### src/rtl/ptw_pkg.sv
package ptw_pkg;

    typedef enum logic [1:0] {
        ACC_LOAD  = 2'd0,
        ACC_STORE = 2'd1,
        ACC_FETCH = 2'd2
    } acc_e;

    typedef enum logic [2:0] {
        FLT_NOTVALID = 3'd0,
        FLT_ACCVIO   = 3'd1,
        FLT_ON_READ  = 3'd2,
        FLT_ON_WRITE = 3'd3,
        FLT_ON_EXEC  = 3'd4
    } flt_e;

    typedef enum logic [2:0] {
        RT_BYPASS,
        RT_BADVA,
        RT_SP_OK,
        RT_SP_DENY,
        RT_WALK
    } route_e;

    typedef enum logic [0:0] {
        ST_IDLE = 1'b0,
        ST_WALK = 1'b1
    } st_e;

    // entry flag bit positions
    localparam int unsigned E_VALID  = 0;
    localparam int unsigned E_NORD   = 1;
    localparam int unsigned E_RD_LSB = 8;
    localparam int unsigned E_WR_LSB = 12;
    localparam int unsigned FLAG_W   = 16;

endpackage

### src/rtl/ptw_front.sv
module ptw_front import ptw_pkg::*; #(
    parameter int unsigned ADDR_W      = 64,
    parameter int unsigned VA_BITS     = 43,
    parameter int unsigned PG_BITS     = 13,
    parameter int unsigned SP_LOW_BITS = 40,
    parameter int unsigned SP_REL_DST  = 43
) (
    input  logic [ADDR_W-1:0] vaddr,
    input  logic [1:0]        mode,
    input  logic              phys,
    output route_e            route,
    output logic [ADDR_W-1:0] sp_page
);
    localparam int unsigned HI_W = ADDR_W - VA_BITS;

    logic sign_ok;
    logic in_window;
    logic [ADDR_W-1:0] sp_raw;

    assign sign_ok   = (vaddr[ADDR_W-1:VA_BITS] == {HI_W{vaddr[ADDR_W-1]}});
    assign in_window = vaddr[ADDR_W-1] && (vaddr[VA_BITS-1 -: 2] == 2'b10);

    always_comb begin
        sp_raw = '0;
        sp_raw[SP_LOW_BITS-1:0] = vaddr[SP_LOW_BITS-1:0];
        sp_raw[SP_REL_DST]      = vaddr[SP_LOW_BITS];
        sp_page = sp_raw;
        sp_page[PG_BITS-1:0] = '0;
    end

    always_comb begin
        if (phys)                route = RT_BYPASS;
        else if (!sign_ok)       route = RT_BADVA;
        else if (in_window)      route = (mode == 2'd0) ? RT_SP_OK : RT_SP_DENY;
        else                     route = RT_WALK;
    end

endmodule

### src/rtl/ptw_dir_check.sv
module ptw_dir_check import ptw_pkg::*; (
    input  logic [FLAG_W-1:0] flags,
    output logic              ok,
    output flt_e              code
);
    always_comb begin
        ok   = 1'b0;
        code = FLT_NOTVALID;
        if (!flags[E_VALID])         code = FLT_NOTVALID;
        else if (!flags[E_RD_LSB])   code = FLT_ACCVIO;
        else                         ok   = 1'b1;
    end
endmodule

### src/rtl/ptw_leaf_eval.sv
module ptw_leaf_eval import ptw_pkg::*; (
    input  logic [FLAG_W-1:0] flags,
    input  logic [1:0]        mode,
    input  acc_e              acc,
    output logic              fault,
    output flt_e              code,
    output logic [2:0]        perm
);
    logic [2:0] need;
    logic [2:0] grant;
    logic [2:0] kept;
    logic       rd_en;
    logic       wr_en;

    always_comb begin
        case (acc)
            ACC_STORE: need = 3'b010;
            ACC_FETCH: need = 3'b100;
            default:   need = 3'b001;
        endcase
        rd_en = flags[E_RD_LSB + 32'(mode)];
        wr_en = flags[E_WR_LSB + 32'(mode)];
        grant = {rd_en, wr_en, rd_en};
        kept  = grant & ~flags[E_NORD +: 3];

        fault = 1'b1;
        code  = FLT_NOTVALID;
        perm  = 3'b000;
        if (!flags[E_VALID]) begin
            code = FLT_NOTVALID;
        end else if ((grant & need) == 3'b000) begin
            code = FLT_ACCVIO;
        end else if ((kept & need) == 3'b000) begin
            if (need[2])      code = FLT_ON_EXEC;
            else if (need[1]) code = FLT_ON_WRITE;
            else              code = FLT_ON_READ;
        end else begin
            fault = 1'b0;
            perm  = kept;
        end
    end
endmodule

### src/rtl/xlat_walker.sv
module xlat_walker import ptw_pkg::*; #(
    parameter int unsigned ADDR_W      = 64,
    parameter int unsigned PTE_W       = 64,
    parameter int unsigned VA_BITS     = 43,
    parameter int unsigned PG_BITS     = 13,
    parameter int unsigned IDX_BITS    = 10,
    parameter int unsigned LEVELS      = 3,
    parameter int unsigned SP_LOW_BITS = 40,
    parameter int unsigned SP_REL_DST  = 43
) (
    input  logic              clk,
    input  logic              rst_n,
    input  logic              req_valid,
    output logic              req_ready,
    input  logic [ADDR_W-1:0] req_vaddr,
    input  logic [1:0]        req_acc,
    input  logic [1:0]        req_mode,
    input  logic              req_phys,
    input  logic [ADDR_W-1:0] tbl_root,
    output logic              mem_req_valid,
    output logic [ADDR_W-1:0] mem_req_addr,
    input  logic              mem_rsp_valid,
    input  logic [PTE_W-1:0]  mem_rsp_data,
    output logic              done,
    output logic              done_fault,
    output logic [2:0]        done_code,
    output logic [ADDR_W-1:0] done_paddr,
    output logic [2:0]        done_perm,
    output logic [ADDR_W-1:0] done_vaddr,
    output logic [ADDR_W-1:0] done_acc
);
    localparam int unsigned LVL_W     = (LEVELS > 1) ? $clog2(LEVELS) : 1;
    localparam int unsigned SLOTS     = 1 << LVL_W;
    localparam int unsigned ENT_SH    = 3;
    localparam int unsigned PFN_LSB   = 32;
    localparam int unsigned TOP_SHIFT = PG_BITS + IDX_BITS * (LEVELS - 1);

    typedef struct packed {
        st_e               st;
        logic [LVL_W-1:0]  lvl;
        logic [ADDR_W-1:0] va;
        logic [1:0]        mode;
        acc_e              acc;
        logic              rd;
        logic [ADDR_W-1:0] rd_addr;
        logic              fin;
        logic              fault;
        flt_e              code;
        logic [ADDR_W-1:0] paddr;
        logic [2:0]        perm;
    } wk_t;

    wk_t q, d;

    route_e            route;
    logic [ADDR_W-1:0] sp_page;
    logic              dir_ok;
    flt_e              dir_code;
    logic              leaf_fault;
    flt_e              leaf_code;
    logic [2:0]        leaf_perm;
    logic [ADDR_W-1:0] frame;
    logic [IDX_BITS-1:0] idx_lv [SLOTS];
    logic [IDX_BITS-1:0] idx_top;
    logic [LVL_W-1:0]  lvl_nxt;
    logic              at_leaf;
    logic              unused_bits;

    ptw_front #(
        .ADDR_W(ADDR_W), .VA_BITS(VA_BITS), .PG_BITS(PG_BITS),
        .SP_LOW_BITS(SP_LOW_BITS), .SP_REL_DST(SP_REL_DST)
    ) u_front (
        .vaddr(req_vaddr), .mode(req_mode), .phys(req_phys),
        .route(route), .sp_page(sp_page)
    );

    ptw_dir_check u_dir (
        .flags(mem_rsp_data[FLAG_W-1:0]), .ok(dir_ok), .code(dir_code)
    );

    ptw_leaf_eval u_leaf (
        .flags(mem_rsp_data[FLAG_W-1:0]), .mode(q.mode), .acc(q.acc),
        .fault(leaf_fault), .code(leaf_code), .perm(leaf_perm)
    );

    generate
        for (genvar g = 0; g < SLOTS; g++) begin : g_idx
            if (g < LEVELS) begin : g_used
                assign idx_lv[g] = q.va[PG_BITS + IDX_BITS * (LEVELS - 1 - g) +: IDX_BITS];
            end else begin : g_pad
                assign idx_lv[g] = '0;
            end
        end
    endgenerate

    assign idx_top     = req_vaddr[TOP_SHIFT +: IDX_BITS];
    assign frame       = ADDR_W'(mem_rsp_data[PTE_W-1:PFN_LSB]) << PG_BITS;
    assign lvl_nxt     = q.lvl + 1'b1;
    assign at_leaf     = (q.lvl == LVL_W'(LEVELS - 1));
    assign unused_bits = ^mem_rsp_data[PFN_LSB-1:FLAG_W];

    always_comb begin
        d       = q;
        d.rd    = 1'b0;
        d.fin   = 1'b0;
        case (q.st)
            ST_IDLE: begin
                if (req_valid) begin
                    d.va    = req_vaddr;
                    d.mode  = req_mode;
                    d.acc   = acc_e'(req_acc);
                    d.fault = 1'b0;
                    d.code  = FLT_NOTVALID;
                    d.paddr = '0;
                    d.perm  = 3'b000;
                    case (route)
                        RT_BYPASS: begin
                            d.fin   = 1'b1;
                            d.paddr = {req_vaddr[ADDR_W-1:PG_BITS], {PG_BITS{1'b0}}};
                            d.perm  = 3'b111;
                        end
                        RT_SP_OK: begin
                            d.fin   = 1'b1;
                            d.paddr = sp_page;
                            d.perm  = 3'b111;
                        end
                        RT_BADVA, RT_SP_DENY: begin
                            d.fin   = 1'b1;
                            d.fault = 1'b1;
                            d.code  = FLT_ACCVIO;
                        end
                        default: begin
                            d.st      = ST_WALK;
                            d.lvl     = '0;
                            d.rd      = 1'b1;
                            d.rd_addr = tbl_root + (ADDR_W'(idx_top) << ENT_SH);
                        end
                    endcase
                end
            end
            default: begin
                if (mem_rsp_valid) begin
                    if (!at_leaf) begin
                        if (!dir_ok) begin
                            d.st    = ST_IDLE;
                            d.fin   = 1'b1;
                            d.fault = 1'b1;
                            d.code  = dir_code;
                        end else begin
                            d.lvl     = lvl_nxt;
                            d.rd      = 1'b1;
                            d.rd_addr = frame + (ADDR_W'(idx_lv[lvl_nxt]) << ENT_SH);
                        end
                    end else begin
                        d.st    = ST_IDLE;
                        d.fin   = 1'b1;
                        d.fault = leaf_fault;
                        d.code  = leaf_code;
                        d.perm  = leaf_perm;
                        d.paddr = leaf_fault ? '0 : frame;
                    end
                end
            end
        endcase
    end

    always_ff @(posedge clk) begin
        if (!rst_n) q <= '0;
        else        q <= d;
    end

    assign req_ready     = (q.st == ST_IDLE);
    assign mem_req_valid = q.rd;
    assign mem_req_addr  = q.rd_addr;
    assign done          = q.fin;
    assign done_fault    = q.fault;
    assign done_code     = q.code;
    assign done_paddr    = q.paddr;
    assign done_perm     = q.perm;
    assign done_vaddr    = q.va;
    assign done_acc      = (q.acc == ACC_FETCH) ? {ADDR_W{1'b1}}
                                                : ADDR_W'(q.acc == ACC_STORE);

endmodule

### config.mk
export PLATFORM = sky130hd
export DESIGN_NAME = xlat_walker
export DESIGN_NICKNAME = d
export VERILOG_FILES = /design/src/rtl/ptw_pkg.sv /design/src/rtl/ptw_front.sv /design/src/rtl/ptw_dir_check.sv /design/src/rtl/ptw_leaf_eval.sv /design/src/rtl/xlat_walker.sv
export SDC_FILE = /design/constraint.sdc
export NUM_CORES = 1
export LEC_CHECK = 0
export BUFFER_PORTS_ARGS = -buffer_cell sky130_fd_sc_hd__buf_2
export CAP_MARGIN = 5
export CORE_AREA = 2 2 179 181
export CTS_BUF_LIST = sky130_fd_sc_hd__clkbuf_4
export DETAILED_ROUTE_END_ITERATION = 8
export DIE_AREA = 0 0 181 183
export PLACE_DENSITY_LB_ADDON = 0.08
export SETUP_SLACK_MARGIN = 0.05
export SYNTH_ARGS = -nofsm -noshare
export SYNTH_HDL_FRONTEND = slang
export SYNTH_SLANG_ARGS = --single-unit
### constraint.sdc
create_clock -name clk -period 5.91 [get_ports clk]
set_clock_uncertainty 0.15 [all_clocks]
set_input_delay 1.4775 -clock clk [delete_from_list [all_inputs] [get_ports clk]]
set_output_delay 1.4775 -clock clk [all_outputs]
set_load 0.01 [all_outputs]
## After elaboration in Yosys (flattened, before gate mapping)

Cells that the tools add are included.

- Flip-flop bits (word level): 208
- Input port bits: 201
- Output and inout port bits: 266
- Logic and storage cells: 100

- $add $sub $neg: 5
- Magnitude comparators: 3
- Equal/unequal tests: 14
- Muxes and demuxes: 48
- Bitwise operators: 6
- Reductions and logical operators: 12

Operator list:

| kind | number |
|---|---|
| 2-to-1 mux 137 bit | 2 |
| 2-to-1 mux 208 bit | 1 |
| 2-to-1 mux 65 bit | 3 |
| one-hot mux 67 bit (2 select lines) | 1 |
| 2-to-1 mux 67 bit | 1 |
| adder 64 x 13 -> 64 bit | 1 |
| less-than comparator 32 x 5 -> 1 bit (second input constant) | 2 |
| 2-to-1 mux 64 bit | 1 |
| adder 45 x 13 -> 46 bit | 1 |
| 2-to-1 mux 45 bit | 1 |
| 2-to-1 mux 3 bit | 14 |
| binary-select mux 10 bit (select 2 bit) | 1 |
| == test 20 bit | 1 |
| 2-to-1 mux 10 bit | 2 |
| 2-to-1 mux 1 bit | 13 |
| adder 4 x 2 -> 5 bit (first input constant) | 2 |
| 2-to-1 mux 5 bit | 2 |
| bitwise AND 3 bit | 3 |
| zero test 3 bit | 3 |
| binary-select mux 1 bit (select 4 bit) | 2 |
| == test 2 bit (second input constant) | 3 |
| == test 3 x 2 -> 1 bit (second input constant) | 2 |
| inequality test 2 x 1 -> 1 bit (second input constant) | 3 |
| one-hot mux 3 bit (2 select lines) | 1 |
| 19 further kinds | 22 |

## Longest topological paths before layout

Gate-level depths: netlist (run 1).

- Depth in word-level cells: 13
- Depth in mapped cells: 10
- Depth with buffers taken out: 9

## Hierarchy

From an unflattened synthesis (run 1), not the netlist that was laid out.

- Cell total of the unflattened synthesis: 1659
- Area, all modules: 13410.4 um^2

By module, submodules not included:

| module | instances | cells an instance | area each (um^2) |
|---|---|---|---|
| xlat_walker | 1 | 1534 | 12444.4 |
| ptw_front | 1 | 91 | 676.9 |
| ptw_leaf_eval | 1 | 29 | 254.0 |
| ptw_dir_check | 1 | 5 | 35.0 |

## Least setup slack after synthesis (run 1)

Ideal clock, no wire load.

- Path kind: input to register
- From: input port req_vaddr[33]
- To: register q, in the netlist mem_req_addr[43]
- Arrival time: 3721 ps
- Required time: 5628 ps
- Setup slack: 1907 ps
- Stages: 10
- Path buffers: 1
- Cell sequence: ha_1 -> inv_1 -> fa_1 -> and2b_1 -> o2111ai_2 -> a2111oi_2 -> buf_6 -> o2111ai_1 -> mux2i_1 -> a21oi_1

- Cells in the longest elaborated chain, start to end: 4

Ends and longest elaborated chain:

| element | RTL line | source |
|---|---|---|
| from (decl) | xlat_walker.sv:15 | `input logic [ADDR_W-1:0] req_vaddr,` |
| adder 64 x 13 -> 64 bit | xlat_walker.sv:136 | `d.rd_addr = tbl_root + (ADDR_W'(idx_top) << ENT_SH);` |
| 2-to-1 mux 65 bit | xlat_walker.sv:116 | `case (route)` |
| 2-to-1 mux 208 bit | xlat_walker.sv:108 | `if (req_valid) begin` |
| 2-to-1 mux 137 bit | xlat_walker.sv:106 | `case (q.st)` |
| to (signal assigned) | xlat_walker.sv:168 | `if (!rst_n) q <= '0;` |
| to (signal assigned) | xlat_walker.sv:169 | `else q <= d;` |
| to (decl) | xlat_walker.sv:53 | `wk_t q, d;` |

No other way between the ends. The select of a mux whose other input is x is not followed.
A chain may end at the register's enable or synchronous reset.

## Final worst setup path (run 1)

- From: input port req_vaddr[45]
- To: register q, in the netlist mem_req_addr[45]

- Cells in the longest elaborated chain, start to end: 7
- Elaborated cells on any way between the ends: 10

Ends and longest elaborated chain:

| element | RTL line | source |
|---|---|---|
| == test 20 bit (*) | ptw_front.sv:20 | `assign sign_ok = (vaddr[ADDR_W-1:VA_BITS] == {HI_W{vaddr[ADDR_W-1]}});` |
| 2-to-1 mux 3 bit (*) | ptw_front.sv:33 | `else if (!sign_ok) route = RT_BADVA;` |
| 2-to-1 mux 3 bit (*) | ptw_front.sv:32 | `if (phys) route = RT_BYPASS;` |
| == test 3 x 1 -> 1 bit, or another cell as far along | xlat_walker.sv:116 |  |
| OR reduction 4 bit (no line) (*) | - |  |
| inequality test 2 x 1 -> 1 bit (no line) (*) | - |  |
| AND reduction 5 bit (no line) (*) | - |  |

Mark *: on every way between the ends. The rest lies on a longest branch, timed or not.

==> results of run 1 <==
-- area by class of cell --
class	instances	share of cell area [%]
Antenna cell	5	0.0978
Timing Repair Buffer	453	18.1
Clock inverter	15	0.958
Clock buffer	17	0.998
Multi-Input combinational cell	978	44.8
Tap cell	402	3.93
Sequential cell	195	30.5
Inverter	19	0.577
-- placed cells by master (no fill, tap or decap), types with 5 or more instances in the layout --
master / synthesis / routed
buf_2: 12 / 433
nand2_1: 244 / 244
dfxtp_1: 195 / 195
a21oi_1: 182 / 181
nand3_1: 76 / 76
o21ai_0: 59 / 59
nor2_1: 58 / 57
nor3_1: 29 / 28
mux2i_1: 27 / 27
nor4_1: 25 / 25
xnor2_1: 23 / 23
a22oi_1: 23 / 23
buf_4: 261 / 20
inv_1: 18 / 18
nand4_1: 17 / 17
clkbuf_4: 0 / 17
xor2_1: 15 / 15
ha_1: 14 / 14
o21ai_1: 13 / 13
conb_1: 1 / 13
mux2_2: 12 / 12
o2111ai_1: 10 / 10
o221ai_1: 9 / 9
a2bb2oi_2: 9 / 9
a31oi_1: 9 / 8
o211ai_1: 7 / 7
and2_1: 7 / 7
diode_2: 0 / 5
or4_1: 5 / 5
or3_1: 5 / 5
nor2b_1: 6 / 5
and3_1: 5 / 5
a2bb2oi_1: 5 / 5
clkinv_4: 0 / 5
-- routing by layer --
metal	wire length, um	GRT usage (%)	vias up	part of all wire [%]
li1	-	-	5334	-
met1	20000	34.9	5316	45
met2	20500	41.6	419	46
met3	3240	5.88	37	7.3
met4	622	6.37	4	1.4
met5	25	0	-	0.056
-- tightest hold or removal path: stages (launching register included) --
cell	delay, ns
dfxtp_1	0.34
nand2_1	0.05
nand2_1	0.04
-- through the flow --
stage          setup slack, ns  util, %  instance area [um2]  std cells
6_report                  1.97     41.0                12800       2084
3_3_place_gp              1.40     40.1                12500       2047
5_1_grt                   1.81     40.9                12800       2082
3_5_place_dp              1.32     40.1                12500       2047
2_1_floorplan             1.91        -                12000       1547
4_1_cts                   2.03     40.9                12800       2079
-- how the worst max path moves through the flow --
stage	slack (ns)	to
6_report	1.97	mem_req_addr[45]
5_1_grt	1.81	mem_req_addr[51]
4_1_cts	2.03	mem_req_addr[47]
3_5_place_dp	1.32	mem_req_addr[47]
3_3_place_gp	1.40	mem_req_addr[51]
2_1_floorplan	1.91	mem_req_addr[43]
-- logic make-up (layout without fill, tap and decap cells) --
family,count (synthesis),in the layout
muxes,41,41
DFF,195,195
AOI/OAI and AO/OA,367,367
buffers and inverters,374,504
other,1,18
adders and majority gates,15,15
and+or+nand+nor,504,504
xor gates and xnor gates,38,38
-- power groups by stage --
| stage | clock [mW] | combinational [mW] | sequential, mW |
|---|---|---|---|
| after global placement | 0 | 0.498 | 1.41 |
| after detailed placement | 0 | 0.499 | 1.41 |
| after CTS | 0.749 | 0.501 | 1.39 |
| final | 0.720 | 0.501 | 1.39 |
| after floorplan | 0 | 0.343 | 1.41 |
| after global routing | 0.789 | 0.546 | 1.39 |
-- registers in the layout, indices dropped and copies added (netlist names) --
register	flops
done_vaddr	64
mem_req_addr	64
done_paddr	51
q	7
done_code	3
done_perm	3
done	1
done_fault	1
mem_req_valid	1
==> impl_metrics.csv, run 1 <==
group,metric,value,unit
detailed_routing,dr_total_vias,11100,
setup_path,cp_slowest_cell,"or4_1",
detailed_routing,dr.pass1.iters,5,
placement,hpwl,33200,um
synth,postSynthCellCount,1535,
clock_tree,cts_tree,"done",
setup_path,reg2reg_depth,8,
power,fin_total_pwr,2.61,mW
synth,yosysMostFrequentCell,"buf_4",
synth,synth_top_cell_by_area,"dfxtp_1",
clock_tree,htreeDepth,4,
setup_path,cp_max_fo,41,
clock_tree,clk_pin_slew,0.18,ns
synth,synthSimpleGateAreaFrac,19.7,%
setup_path,worstPathRequired,6.34,ns
power,p_per_area,204,nW/um2
timing,final.period_utilization,66.6,%
hold_path,hold-path-endpoint,"mem_req_addr[59]",
setup_path,critical_path_arrival,4.36,ns
synth,synth-compound-area-share,19.2,%
timing,hold_ws,0.299,ns
floorplan,rows,65,
synth,ys_warn_count,0,
power,seqPwrFrac,53.2,%
synth,synth_seq_cells,195,
global_route,grtUsageTotal,25.8,%
floorplan,die-height,183,um
global_route,antenna_found_initial,7,
floorplan,die_area,33100,um2
hold_path,hold_path_class,"reg -> reg",
detailed_routing,drc_errors,0,
global_route,grt_max_degree,83,
synth,ys_types,74,
power,comb_power_share,19.2,%
power,power.internal,1.71,mW
hold_path,hold_path_depth,2,
synth,netlist.area_leader.share,32.7,%
detailed_routing,wl,44300,um
synth,muxShareOfSynthArea,3.77,%
detailed_routing,avgViaCountPerCell,5.33,
synth,synth_edf_count,0,
timing,max-slew-margin-rel,32.7,%
setup_path,crit_buf_inv,3,
synth,synth_top_family_by_area,"buffers and inverters",
setup_path,cp-startpoint,"req_vaddr[45]",
clock_tree,cts.sinks,195,
floorplan,dieWidth,181,um
clock_tree,numCtsBuffers,17,
power,clkPwrFrac,27.6,%
timing,hold_viol,0,
cells_and_area,seq_area,3900,um2
setup_path,slowest_delay,0.55,ns
global_route,grt_pass1_wl,64700,um
synth,netlist_area,11900,um2
synth,ys_seq_area_share,32.7,%
detailed_routing,drt_iter0_markers,861,
synth,synth-adder-area-share,1.63,%
setup_path,cp_common_cell,"buf_4",
timing,timing.final.crit_period,3.94,ns
setup_path,regToRegEndpoint,"q[206]",
setup_path,r2r_slack,2.88,ns
power,p_sw,0.894,mW
clock_tree,cts_root_buffer,"clkbuf_4",
cells_and_area,fillers,3398,
synth,synth_top_cells_by_area,"dfxtp_1, buf_4, nand2_1, a21oi_1, nand3_1",
power,swShare,34.3,%
detailed_routing,wl_per_cell,21.3,um
cells_and_area,multi_input_area,5730,um2
floorplan,ios,467,
timing,tightest_slew,1.01,ns
clock_tree,cts_buffer_depth,2,
setup_path,worstSetupPathDepth,9,
placement,finalWeightedCongestion,0.838,
synth,synth_xor_area_share,2.79,%
timing,rsz0062_at_grt,"no",
floorplan,start_util,38.3,%
setup_path,r2r-start,"q[205]",
clock_tree,clock_latency,0.64,ns
power,vdd_drop_max,174,uV
setup_path,crit_type,"in -> reg",
timing,final_max_slew_viol_count,0,
detailed_routing,drtAntennaViolNets,0,
floorplan,core_area,31200,um2
clock_tree,ctsHoldBuffers,0,
setup_path,crit_path_start_kind,"input port",
cells_and_area,finalNetCount,1880,
synth,synth_ff_type,"dfxtp_1",
setup_path,end_kind,"register",
global_route,grt_pass1_vias,10300,
power,leakage,5.69,nW
cells_and_area,drive_above_1_share,32.3,%
synth,netlist_top_cells_count,"buf_4, nand2_1, dfxtp_1",
run_status,status,"finished clean",
placement,io_buffers,433,
setup_path,crit_path_cell_trace,"buf_2 -> or4_1 -> nor4_2 -> o221ai_2 -> buf_4 -> nor3_4 -> buf_4 -> nand2_2 -> o21ai_0",
timing,setup_violations,0,
hold_path,hp-start,"mem_req_addr[59]",
timing,fmax,254,MHz
clock_tree,cts_setup_buffers,0,
clock_tree,postCtsResizedCells,0,
timing,finalSetupTns,0,ns
global_route,grt_overflow,0,
synth,avgSynthCellArea,7.78,um2
cells_and_area,area_growth,7.08,%
synth,async_flop_share,0,%
job,maxCapViolations,0,
setup_path,crit_family,"simple AND/OR/NAND/NOR gates",
Power figures use the tool's default switching activity.
==> inputs of run 2 (changes only) <==
--- a/config.mk
+++ b/config.mk
@@ -7,10 +7,10 @@
 export LEC_CHECK = 0
 export BUFFER_PORTS_ARGS = -buffer_cell sky130_fd_sc_hd__buf_2
 export CAP_MARGIN = 5
-export CORE_AREA = 2 2 179 181
+export CORE_AREA = 2 2 180 182
 export CTS_BUF_LIST = sky130_fd_sc_hd__clkbuf_4
 export DETAILED_ROUTE_END_ITERATION = 8
-export DIE_AREA = 0 0 181 183
+export DIE_AREA = 0 0 182 184
 export PLACE_DENSITY_LB_ADDON = 0.08
 export SETUP_SLACK_MARGIN = 0.05
 export SYNTH_ARGS = -nofsm -noshare
==> constraint.sdc (replaced) <==
create_clock -name clk -period 3.5 [get_ports clk]
set_clock_uncertainty 0.15 [all_clocks]
set_input_delay 0.875 -clock clk [delete_from_list [all_inputs] [get_ports clk]]
set_output_delay 0.875 -clock clk [all_outputs]
set_load 0.01 [all_outputs]
==> run 2 against run 1 <==
Sequential power is 68% higher. Wire length is 1.5% higher. Largest power group unchanged. Critical path type is now reg -> reg. Largest cell class unchanged. Critical path depth stayed put.
==> impl_metrics.csv, run 2 (synthesis results as in run 1) <==
group,metric,value,unit
floorplan,die-height,184,um
setup_path,slowest_delay,0.78,ns
setup_path,crit_type,"reg -> reg",
clock_tree,clock_latency,0.65,ns
placement,finalWeightedCongestion,0.901,
floorplan,core_area,31400,um2
power,seqPwrFrac,51.1,%
clock_tree,clk_pin_slew,0.18,ns
timing,hold_viol,0,
detailed_routing,drtAntennaViolNets,0,
detailed_routing,dr.pass1.iters,5,
timing,finalSetupTns,0,ns
cells_and_area,finalNetCount,1909,
placement,hpwl,34100,um
job,maxCapViolations,0,
power,clkPwrFrac,29.7,%
clock_tree,postCtsResizedCells,0,
setup_path,crit_buf_inv,2,
floorplan,rows,65,
setup_path,cp_max_fo,16,
setup_path,critical_path_arrival,3.35,ns
timing,final.period_utilization,83.8,%
power,p_per_area,349,nW/um2
timing,max-slew-margin-rel,44.2,%
setup_path,crit_path_start_kind,"register",
setup_path,cp_slowest_cell,"a211oi_4",
setup_path,crit_path_cell_trace,"inv_1 -> ha_1 -> nor2b_1 -> o21ai_0 -> a211oi_4 -> buf_4 -> nand3_1 -> a2bb2oi_1 -> a21oi_1",
clock_tree,cts_root_buffer,"clkbuf_4",
cells_and_area,final_cell_mix,"buf_2, nand2_1, dfxtp_1",
clock_tree,ctsHoldBuffers,0,
global_route,grtUsageTotal,25.8,%
detailed_routing,avgViaCountPerCell,5.33,
power,comb_power_share,19.2,%
cells_and_area,drive_above_1_share,33.5,%
power,vdd_drop_max,225,uV
floorplan,die_area,33500,um2
detailed_routing,dr_total_vias,11300,
global_route,grt_pass1_wl,65600,um
floorplan,dieWidth,182,um
global_route,grt_pass1_vias,10400,
clock_tree,cts.sinks,195,
clock_tree,cts_setup_buffers,0,
timing,tightest_slew,0.837,ns
timing,hold_ws,0.295,ns
placement,post-place-cells,2076,
cells_and_area,utilization,41.8,%
power,swShare,34.2,%
placement,io_buffers,433,
run_status,status,"finished clean",
timing,fmax,341,MHz
timing,setup_violations,0,
detailed_routing,wl,45000,um
detailed_routing,drc_errors,0,
clock_tree,numCtsBuffers,17,
cells_and_area,final_cells,2112,
power,leakage,5.88,nW
global_route,grt_overflow,0,
timing,timing.final.crit_period,2.93,ns
detailed_routing,wl_per_cell,21.3,um
clock_tree,cts_tree,"done",
power,power.internal,3.02,mW
hold_path,hold_path_class,"in -> reg",
cells_and_area,final_common_cell,"buf_2",
setup_path,crit_family,"compound AO/OA/AOI/OAI gates",
detailed_routing,drt_iter0_markers,969,
timing,final_max_slew_viol_count,0,
floorplan,ios,467,
timing,rsz0062_at_grt,"no",
clock_tree,htreeDepth,4,
cells_and_area,area_growth,9.94,%
global_route,antenna_found_initial,2,
global_route,grt_max_degree,124,
power,p_sw,1.56,mW
clock_tree,cts_buffer_depth,2,
setup_path,worstPathRequired,3.92,ns
setup_path,end_kind,"register",
floorplan,start_util,38.1,%
[run 2: area by class of cell]
| cell class | instances | area (um2) |
|---|---|---|
| fillers | 3351 | 18300 |
| clock inverters | 15 | 186 |
| repair buffers | 482 | 2600 |
| multi-input cells | 978 | 5730 |
| well taps | 402 | 503 |
| flip-flops and latches | 195 | 3900 |
| inverters | 19 | 73.8 |
| clock buffers | 17 | 128 |
| diodes | 4 | 10.0 |
[run 2: power groups by stage]
stage	registers, mW	logic [mW]	clock network, mW
finish	2.34	0.878	1.36
global route	2.35	0.950	1.49
CTS	2.34	0.879	1.41
detailed placement	2.39	0.876	0
global placement	2.38	0.873	0
floorplan	2.38	0.579	0
[run 2: path summary, 6_finish.rpt]
check                    from          endpoint  slack, ns  cells past startpoint
max                    q[137]      done_perm[2]       0.57                      9
min              req_vaddr[0]     done_vaddr[0]       0.29                      3
max reg2reg            q[137]      done_perm[2]       0.57                      9
min reg2reg  mem_req_addr[62]  mem_req_addr[62]       0.30                      2
[run 2: routing by layer]
layer,part of all wire [%],up-vias,track usage (%)
met5,0.029,-,0
met4,1.6,2,5.71
met3,7.6,40,6.52
met2,46,434,42.0
met1,44,5363,34.6
li1,-,5411,-
[run 2: per-stage QoR]
| stage | setup WS (ns) | instance area, um2 | total power, mW |
|---|---|---|---|
| finish | 0.567 | 13100 | 4.58 |
| global route | 0.394 | 13100 | 4.79 |
| CTS | 0.555 | 13100 | 4.63 |
| detailed placement | -0.0278 | 12800 | 3.26 |
| global placement | -0.0319 | 12800 | 3.26 |
| floorplan | 0.0992 | 12000 | 2.96 |
[run 2: worst reg2reg max path, stage by stage (launching register included)]
cell,delay [ns]
dfxtp_1,0.40
inv_1,0.07
ha_1,0.35
nor2b_1,0.14
o21ai_0,0.21
a211oi_4,0.78
buf_4,0.33
nand3_1,0.13
a2bb2oi_1,0.15
a21oi_1,0.16
